<file path="src/rtl/rdc_pkg.sv">
// Package: shared indices and types for the reset domain controller.
// Assumes six reset causes and three reset domains, as fixed below.
package rdc_pkg;
    localparam int NUM_LINK = 4;
    localparam int NUM_DOM  = 3;
    localparam int CAUSE_W  = 6;

    // Link source order; a higher index wins when requests coincide.
    localparam int LK_HOT  = 0;
    localparam int LK_LOOP = 1;
    localparam int LK_DIS  = 2;
    localparam int LK_DOWN = 3;

    // Bit positions inside the cause register.
    localparam int C_POR   = 0;
    localparam int C_WARM  = 1;
    localparam int C_LINK0 = 2;

    // Domain indices.
    localparam int D_CORE   = 0;
    localparam int D_PHY    = 1;
    localparam int D_STICKY = 2;

    typedef logic [CAUSE_W-1:0] cause_t;
endpackage

</file>
<file path="src/rtl/rdc_link_stretch.sv">
// Module: rdc_link_stretch
// Turns a gated, synchronous link request into a reset-active flag.
// The flag stays high for STRETCH cycles after the last cycle of the request.
// Assumes that req_i is already qualified by the mode flags and is
// synchronous to clk.
module rdc_link_stretch #(
    parameter int STRETCH = 16
) (
    input  logic clk,
    input  logic arst_n,
    input  logic req_i,
    output logic active_o
);
    localparam int CW = $clog2(STRETCH + 1);

    logic [CW-1:0] cnt_q;

    // Load the full window on a request, then count down to zero.
    always_ff @(posedge clk or negedge arst_n) begin
        if (!arst_n)
            cnt_q <= '0;
        else if (req_i)
            cnt_q <= CW'(STRETCH);
        else if (cnt_q != '0)
            cnt_q <= cnt_q - 1'b1;
    end

    assign active_o = (cnt_q != '0);

    AST_REQ_STARTS_WINDOW: assert property (@(posedge clk) disable iff (!arst_n)
        req_i |=> active_o);
endmodule

</file>
<file path="src/rtl/rdc_rst_sync.sv">
// Module: rdc_rst_sync
// Reset synchroniser for one domain. The output asserts asynchronously from
// arst_n, or synchronously from srst_i, and releases through two flops.
// Assumes that srst_i is synchronous to clk.
module rdc_rst_sync (
    input  logic clk,
    input  logic arst_n,
    input  logic srst_i,
    output logic rst_n_o
);
    logic s1_q, s2_q;

    // Two-stage release chain, cleared by either reset path.
    always_ff @(posedge clk or negedge arst_n) begin
        if (!arst_n) begin
            s1_q <= 1'b0;
            s2_q <= 1'b0;
        end else if (srst_i) begin
            s1_q <= 1'b0;
            s2_q <= 1'b0;
        end else begin
            s1_q <= 1'b1;
            s2_q <= s1_q;
        end
    end

    assign rst_n_o = s2_q;

    AST_SRST_ASSERTS: assert property (@(posedge clk) disable iff (!arst_n)
        srst_i |=> !rst_n_o);
    AST_TWO_STAGE_RELEASE: assert property (@(posedge clk) disable iff (!arst_n)
        $rose(rst_n_o) |-> $past(!srst_i, 2));
endmodule

</file>
<file path="src/rtl/rdc_strap_latch.sv">
// Module: rdc_strap_latch
// Holds the strap vector. The first edge after a pin reset releases loads
// every bit. A link-exit pulse reloads only the bits set in MASK.
// Assumes that the strap inputs are stable around the capture edges.
module rdc_strap_latch #(
    parameter int              W    = 8,
    parameter logic [W-1:0]    MASK = 8'h0F
) (
    input  logic         clk,
    input  logic         arst_n,
    input  logic         link_exit_i,
    input  logic [W-1:0] strap_i,
    output logic [W-1:0] strap_o
);
    logic         pin_hold_q;
    logic [W-1:0] strap_q;

    // Flag that is set during a pin reset and clears on the first edge after.
    always_ff @(posedge clk or negedge arst_n) begin
        if (!arst_n)
            pin_hold_q <= 1'b1;
        else
            pin_hold_q <= 1'b0;
    end

    // Full capture after a pin reset; masked recapture on a link exit.
    always_ff @(posedge clk) begin
        if (pin_hold_q)
            strap_q <= strap_i;
        else if (link_exit_i)
            strap_q <= (strap_q & ~MASK) | (strap_i & MASK);
    end

    assign strap_o = strap_q;

    AST_RETAINED_STRAPS: assert property (@(posedge clk) disable iff (!arst_n)
        !pin_hold_q |=> ((strap_q & ~MASK) == ($past(strap_q) & ~MASK)));
endmodule

</file>
<file path="src/rtl/rst_domain_ctrl.sv">
// Module: rst_domain_ctrl (top)
// Combines the power-on pin, the warm pin and four link requests into
// separate reset outputs for the core, physical-layer and sticky domains.
// It also latches the straps and records the reset cause.
// Assumes that the link requests are synchronous to clk and that the pins
// may change at any time.
module rst_domain_ctrl #(
    parameter int                  STRAP_W     = 8,
    parameter logic [STRAP_W-1:0]  RECAP_MASK  = 8'h0F,
    parameter int                  STRETCH_CYC = 16
) (
    input  logic               clk,
    input  logic               por_n,
    input  logic               warm_n,
    input  logic               link_hot_req,
    input  logic               link_loop_req,
    input  logic               link_dis_req,
    input  logic               link_down_req,
    input  logic               endpoint_mode,
    input  logic               link_enable,
    input  logic [STRAP_W-1:0] strap_in,
    output logic               core_rst_n,
    output logic               phy_rst_n,
    output logic               sticky_rst_n,
    output logic [STRAP_W-1:0] strap_q,
    output logic [5:0]         rst_cause
);
    import rdc_pkg::*;

    logic                pin_n;
    logic [NUM_LINK-1:0] link_req, link_valid, link_act;
    logic                link_any, link_any_d, link_exit;
    logic [NUM_DOM-1:0]  dom_arst_n, dom_srst, dom_rst_n;
    logic                warm_hold_q;
    cause_t              cause_q, link_pick;

    assign pin_n      = por_n & warm_n;
    assign link_req   = {link_down_req, link_dis_req, link_loop_req, link_hot_req};
    assign link_valid = link_req & {NUM_LINK{endpoint_mode & link_enable}};

    // One window stretcher per link source.
    for (genvar g = 0; g < NUM_LINK; g++) begin : g_link
        rdc_link_stretch #(.STRETCH(STRETCH_CYC)) u_stretch (
            .clk      (clk),
            .arst_n   (pin_n),
            .req_i    (link_valid[g]),
            .active_o (link_act[g])
        );
    end

    assign link_any = |link_act;

    // Delayed copy of the combined link window, used to detect its end.
    always_ff @(posedge clk or negedge pin_n) begin
        if (!pin_n)
            link_any_d <= 1'b0;
        else
            link_any_d <= link_any;
    end

    assign link_exit = link_any_d & ~link_any;

    // Map the sources onto the domains.
    assign dom_arst_n[D_CORE]   = pin_n;
    assign dom_srst[D_CORE]     = link_any;
    assign dom_arst_n[D_PHY]    = pin_n;
    assign dom_srst[D_PHY]      = link_act[LK_DOWN];
    assign dom_arst_n[D_STICKY] = por_n;
    assign dom_srst[D_STICKY]   = 1'b0;

    // One synchroniser per domain.
    for (genvar d = 0; d < NUM_DOM; d++) begin : g_dom
        rdc_rst_sync u_sync (
            .clk     (clk),
            .arst_n  (dom_arst_n[d]),
            .srst_i  (dom_srst[d]),
            .rst_n_o (dom_rst_n[d])
        );
    end

    assign core_rst_n   = dom_rst_n[D_CORE];
    assign phy_rst_n    = dom_rst_n[D_PHY];
    assign sticky_rst_n = dom_rst_n[D_STICKY];

    rdc_strap_latch #(.W(STRAP_W), .MASK(RECAP_MASK)) u_straps (
        .clk         (clk),
        .arst_n      (pin_n),
        .link_exit_i (link_exit),
        .strap_i     (strap_in),
        .strap_o     (strap_q)
    );

    // Flag that is set by the warm pin and clears on the first edge after.
    always_ff @(posedge clk or negedge warm_n) begin
        if (!warm_n)
            warm_hold_q <= 1'b1;
        else
            warm_hold_q <= 1'b0;
    end

    // Pick the highest-numbered valid link request.
    always_comb begin
        link_pick = '0;
        for (int i = 0; i < NUM_LINK; i++)
            if (link_valid[i])
                link_pick = cause_t'(1) << (C_LINK0 + i);
    end

    // Cause register: power-on clears it to its own code, then it tracks events.
    always_ff @(posedge clk or negedge por_n) begin
        if (!por_n)
            cause_q <= cause_t'(1) << C_POR;
        else if (warm_hold_q)
            cause_q <= cause_t'(1) << C_WARM;
        else if (link_valid != '0)
            cause_q <= link_pick;
    end

    assign rst_cause = cause_q;

    AST_STICKY_HOLDS: assert property (@(posedge clk) disable iff (!por_n)
        sticky_rst_n |=> sticky_rst_n);
    AST_CAUSE_ONEHOT: assert property (@(posedge clk) disable iff (!por_n)
        $countones(rst_cause) == 1);
    AST_GATED_IDLE: assert property (@(posedge clk) disable iff (!pin_n)
        (!(endpoint_mode && link_enable) && !link_any) |=> !link_any);
endmodule

</file>
<file path="config.mk">
export PLATFORM = sky130hd
export DESIGN_NAME = rst_domain_ctrl
export DESIGN_NICKNAME = d
export VERILOG_FILES = /design/src/rtl/rdc_pkg.sv /design/src/rtl/rdc_link_stretch.sv /design/src/rtl/rdc_rst_sync.sv /design/src/rtl/rdc_strap_latch.sv /design/src/rtl/rst_domain_ctrl.sv
export SDC_FILE = /design/constraint.sdc
export NUM_CORES = 1
export LEC_CHECK = 0
export BUFFER_PORTS_ARGS = -buffer_cell sky130_fd_sc_hd__buf_2
export CELL_PAD_IN_SITES_DETAIL_PLACEMENT = 1
export CELL_PAD_IN_SITES_GLOBAL_PLACEMENT = 1
export CORE_MARGIN = 10
export CORE_UTILIZATION = 42
export CTS_CLUSTER_DIAMETER = 200
export CTS_CLUSTER_SIZE = 24
export DETAILED_ROUTE_END_ITERATION = 12
export GPL_ROUTABILITY_DRIVEN = 0
export PLACE_DENSITY = 0.74
export SLEW_MARGIN = 20
export SYNTH_ARGS = -nofsm -noshare
export SYNTH_HDL_FRONTEND = slang
export SYNTH_SLANG_ARGS = --single-unit
</file>
<file path="constraint.sdc">
create_clock -name clk -period 3.1 [get_ports clk]
set_clock_uncertainty 0.2 [all_clocks]
set_input_delay 0.155 -clock clk [delete_from_list [all_inputs] [get_ports clk]]
set_output_delay 0.155 -clock clk [all_outputs]
set_load 0.01 [all_outputs]
</file>
==> impl_table.tex <==
\begin{tabular}{lr}
\hline
Metric & Value \\
\hline
\multicolumn{2}{l}{\textbf{Yosys}} \\
\quad Gate count of the mapped netlist & 162 \\
\quad Fraction of the yosys area taken by sequential cells & 61.18\% \\
\quad Most used DFF post-synth & dfrtp\_1 \\
\quad Post-synthesis instance area & 1831 um2 \\
\quad Distinct cell type count of the synthesized netlist & 34 \\
\quad Total number of yosys warnings & 0 \\
\quad Synthesized area per cell & 11.30 um2 \\
\quad Share of async-settable or async-resettable flops after synthesis & 81.40\% \\
\quad Post-synth EDFFs & 8 \\
\quad Number of flip-flops and latches in the synthesized netlist & 43 \\
\multicolumn{2}{l}{\textbf{Worst setup path}} \\
\quad Type of the worst setup path & flop to flop \\
\quad Highest net fanout along the worst path & 6 \\
\quad Kind of capture point of the worst setup path & flop \\
\quad Required time of the critical path & 2.89 ns \\
\quad Critical path's largest stage delay & 0.53 ns \\
\quad Cell breakdown of the critical path & inv\_1 -> ha\_1 -> or4b\_4 -> nor4\_4 -> a21o\_1 \\
\quad Critical-path top delay cell & or4b\_4 \\
\quad Crit path DAT & 2.11 ns \\
\quad Cell family with most CP delay & simple AND/OR/NAND/NOR gates \\
\quad CP Launch Type & flop \\
\quad Buffers plus inverters on the worst setup path & 1 \\
\multicolumn{2}{l}{\textbf{Power}} \\
\quad Pleak & 1.080 nW \\
\quad Maximum vdd drop & 0.0002968 V \\
\quad Power per unit of standard cell area & 756.4 nW/um2 \\
\multicolumn{2}{l}{\textbf{Finish}} \\
\quad Number of filler instances in the final layout & 472 \\
\quad Syn-to-layout area delta & 22.08\% \\
\quad Antenna Diode Count & 0 \\
\quad Register Area & 1120 um2 \\
\quad Fraction of layout cells with a size suffix above 1 & 23.70\% \\
\quad Most frequent cells in the layout & 33 x buf\_2, 32 x dfrtp\_1, 18 x nor2\_1, 11 x dlygate4sd3\_1 \\
\quad Final-stage net count & 231 \\
\quad Leading cell type in the layout, fill and taps excluded & buf\_2 \\
\quad Area used by multi-input combinational logic & 650.6 um2 \\
\multicolumn{2}{l}{\textbf{GRT}} \\
\quad Number of global-route vias before repair & 1518 \\
\quad Pin count of the biggest net entering global routing & 27 \\
\quad Total Routing Usage GR & 11.52\% \\
\quad First-pass GRT wire length & 7100 um \\
\quad Number of antenna violations at the first check in global routing & 0 \\
\quad Total congestion overflow after global routing & 0 \\
\multicolumn{2}{l}{\textbf{Floorplanning}} \\
\quad Die outline height & 86.02 um \\
\quad FP Rows & 23 \\
\quad Die outline area & 7399 um2 \\
\quad Starting utilization of the core area & 44.48\% \\
\quad Io pins & 34 \\
\quad Placeable core region & 4115 um2 \\
\quad Die width & 86.02 um \\
\multicolumn{2}{l}{\textbf{STA}} \\
\quad Summed negative setup slack over all endpoints & 0 ns \\
\quad Count of final hold-check violations & 0 \\
\quad F\_max & 430.3 MHz \\
\quad Portion of the clock cycle consumed by the worst path in the final layout & 74.96\% \\
\quad RSZ-0062 raised after global routing & false \\
\quad Final max-slew violation count & 0 \\
\quad Final setup violation count & 0 \\
\quad Min Tclk post-route & 2.324 ns \\
\quad Worst path setup slack after routing & 0.7763 ns \\
\multicolumn{2}{l}{\textbf{Clock tree}} \\
\quad Clock slew at the register clock pins of the worst setup and hold paths & 0.08 ns \\
\quad TritonCTS clock tree & yes \\
\quad Maximum root-to-sink buffer count & 2 \\
\quad Worst-Skew Late Latency & 0.28 ns \\
\quad Clock tree root driver cell & clkbuf\_8 \\
\quad Post-cts resize count & 0 \\
\quad Number of levels in the clock H-tree & 2 \\
\quad Sinks on the clock net & 43 \\
\quad Clock buffer count from CTS & 5 \\
\multicolumn{2}{l}{\textbf{Route}} \\
\quad Total number of vias & 1326 \\
\quad Wire per inst & 15.38 um \\
\quad Number of DRC violations after detailed-routing iteration 0 & 73 \\
\quad Routed Antenna Nets & 0 \\
\quad Remaining design rule violation count & 0 \\
\quad Ratio of routed vias to standard cells & 5.080 \\
\quad Post-Route WL & 4014 um \\
\quad Number of iterations in the first detailed-routing pass & 4 \\
\multicolumn{2}{l}{\textbf{Placed design}} \\
\quad Worst slack at placement & 0.7647 ns \\
\quad PortBufs & 33 \\
\quad Half-perimeter wire length after detailed placement & 3135 um \\
\multicolumn{2}{l}{\textbf{Outcome}} \\
\quad Outcome & complete, no violations \\
\multicolumn{2}{l}{\textbf{Run}} \\
\quad Number of max-cap violations & 0 \\
\multicolumn{2}{l}{\textbf{Min path}} \\
\quad Hold Crit Class & input pin to flop \\
\hline
\end{tabular}
[Yosys cell counts, types with 5 or more instances]
cell type   n  share of area (%)
inv_1      10                2.1
and2_1      7                2.4
a21oi_1    10                2.7
o21ai_0     5                1.4
nand2_1    10                2.1
edfxtp_1    8                 13
nor2_1     18                3.7
dfrtp_1    32                 44
or3_1       5                1.7
nand2b_1    6                2.1
[final cells by class]
cell class | instances | area share, %
Sequential cell | 43 | 50.11
Timing Repair Buffer | 45 | 12.65
Tap cell | 50 | 2.800
Clock buffer | 7 | 3.415
Clock inverter | 1 | 0.2240
Multi-Input combinational cell | 105 | 29.12
Inverter | 10 | 1.680
[worst reg2reg max path: cells and delay by family (launching register included)]
family / cells / cell delay (ns)
simple gates: 2 / 0.89
flops: 1 / 0.40
compound gates: 1 / 0.25
fa+ha+maj: 1 / 0.20
buf+inv: 1 / 0.08
[stage by stage]
step	power [W]	hold WS, ns	instance area [um2]	utilization [%]	std cells
2_1_floorplan	0.001220	-0.3406	1834	-	163
3_3_place_gp	0.001309	-0.1953	2043	49.65	242
3_5_place_dp	0.001368	-0.1864	2043	49.65	242
4_1_cts	0.001721	0.001285	2235	54.30	261
5_1_grt	0.001842	0.02047	2235	54.30	261
6_report	0.001690	0.007864	2235	54.30	261
[logic make-up (layout without fill, tap and decap cells)]
family	after synthesis	after routing	share of synthesized area [%]
AO/OA/AOI/OAI	25	25	8.202
flip-flops	43	43	61.18
buffers and inverters	15	63	3.486
XOR/XNOR	2	2	0.9571
adder cells (fa/ha/maj)	4	4	2.734
AND/OR/NAND/NOR	71	71	23.04
other	2	3	0.4103
[per-layer routing]
metal  GRT usage (%)  wire length, um  up-vias
met2           19.68             1957       37
met1           12.80             1702      639
li1                -                -      644
met4           2.994               44        0
met5               0                0        -
met3           4.920              310        6
[registers in the layout, summed over array words and instances, names as in the netlist]
signal and cells:
warm_hold_q 1, rst_cause 6, link_any_d 1, u_straps.strap_o 8, g_dom.u_sync.s1_q 3, g_link.u_stretch.cnt_q 20, u_straps.pin_hold_q 1, g_dom.u_sync.rst_n_o 3
[power breakdown]
group / switching (W) / internal (W)
Clock: 0.000172 / 0.000158
Combinational: 0.000258 / 0.000259
Sequential: 0.000119 / 0.000725
[path summary, 6_finish.rpt]
| path | start | to | slack (ns) | cells past startpoint |
|---|---|---|---|---|
| worst max register to register | g_link[1].u_stretch.cnt_q[1] | u_straps.strap_o[0] | 0.78 | 5 |
| min in group asynchronous | por_n | rst_cause[1] | 0.04 | 2 |
| worst min register to register | g_dom[2].u_sync.s1_q | g_dom[2].u_sync.rst_n_o | 0.16 | 0 |
| max in group asynchronous | por_n | u_straps.pin_hold_q | 1.91 | 4 |
| worst max-delay path | g_link[1].u_stretch.cnt_q[1] | u_straps.strap_o[0] | 0.78 | 5 |
| worst min-delay path | link_down_req | rst_cause[4] | 0.008 | 3 |
[timing repair]
item / 4_1_cts / 5_1_grt
hold buffers: 11 / 0
endpoints found under the hold margin: 43 / 0
buffers inserted: 0 / 0
No activity file was read; power rests on OpenSTA's default activity.
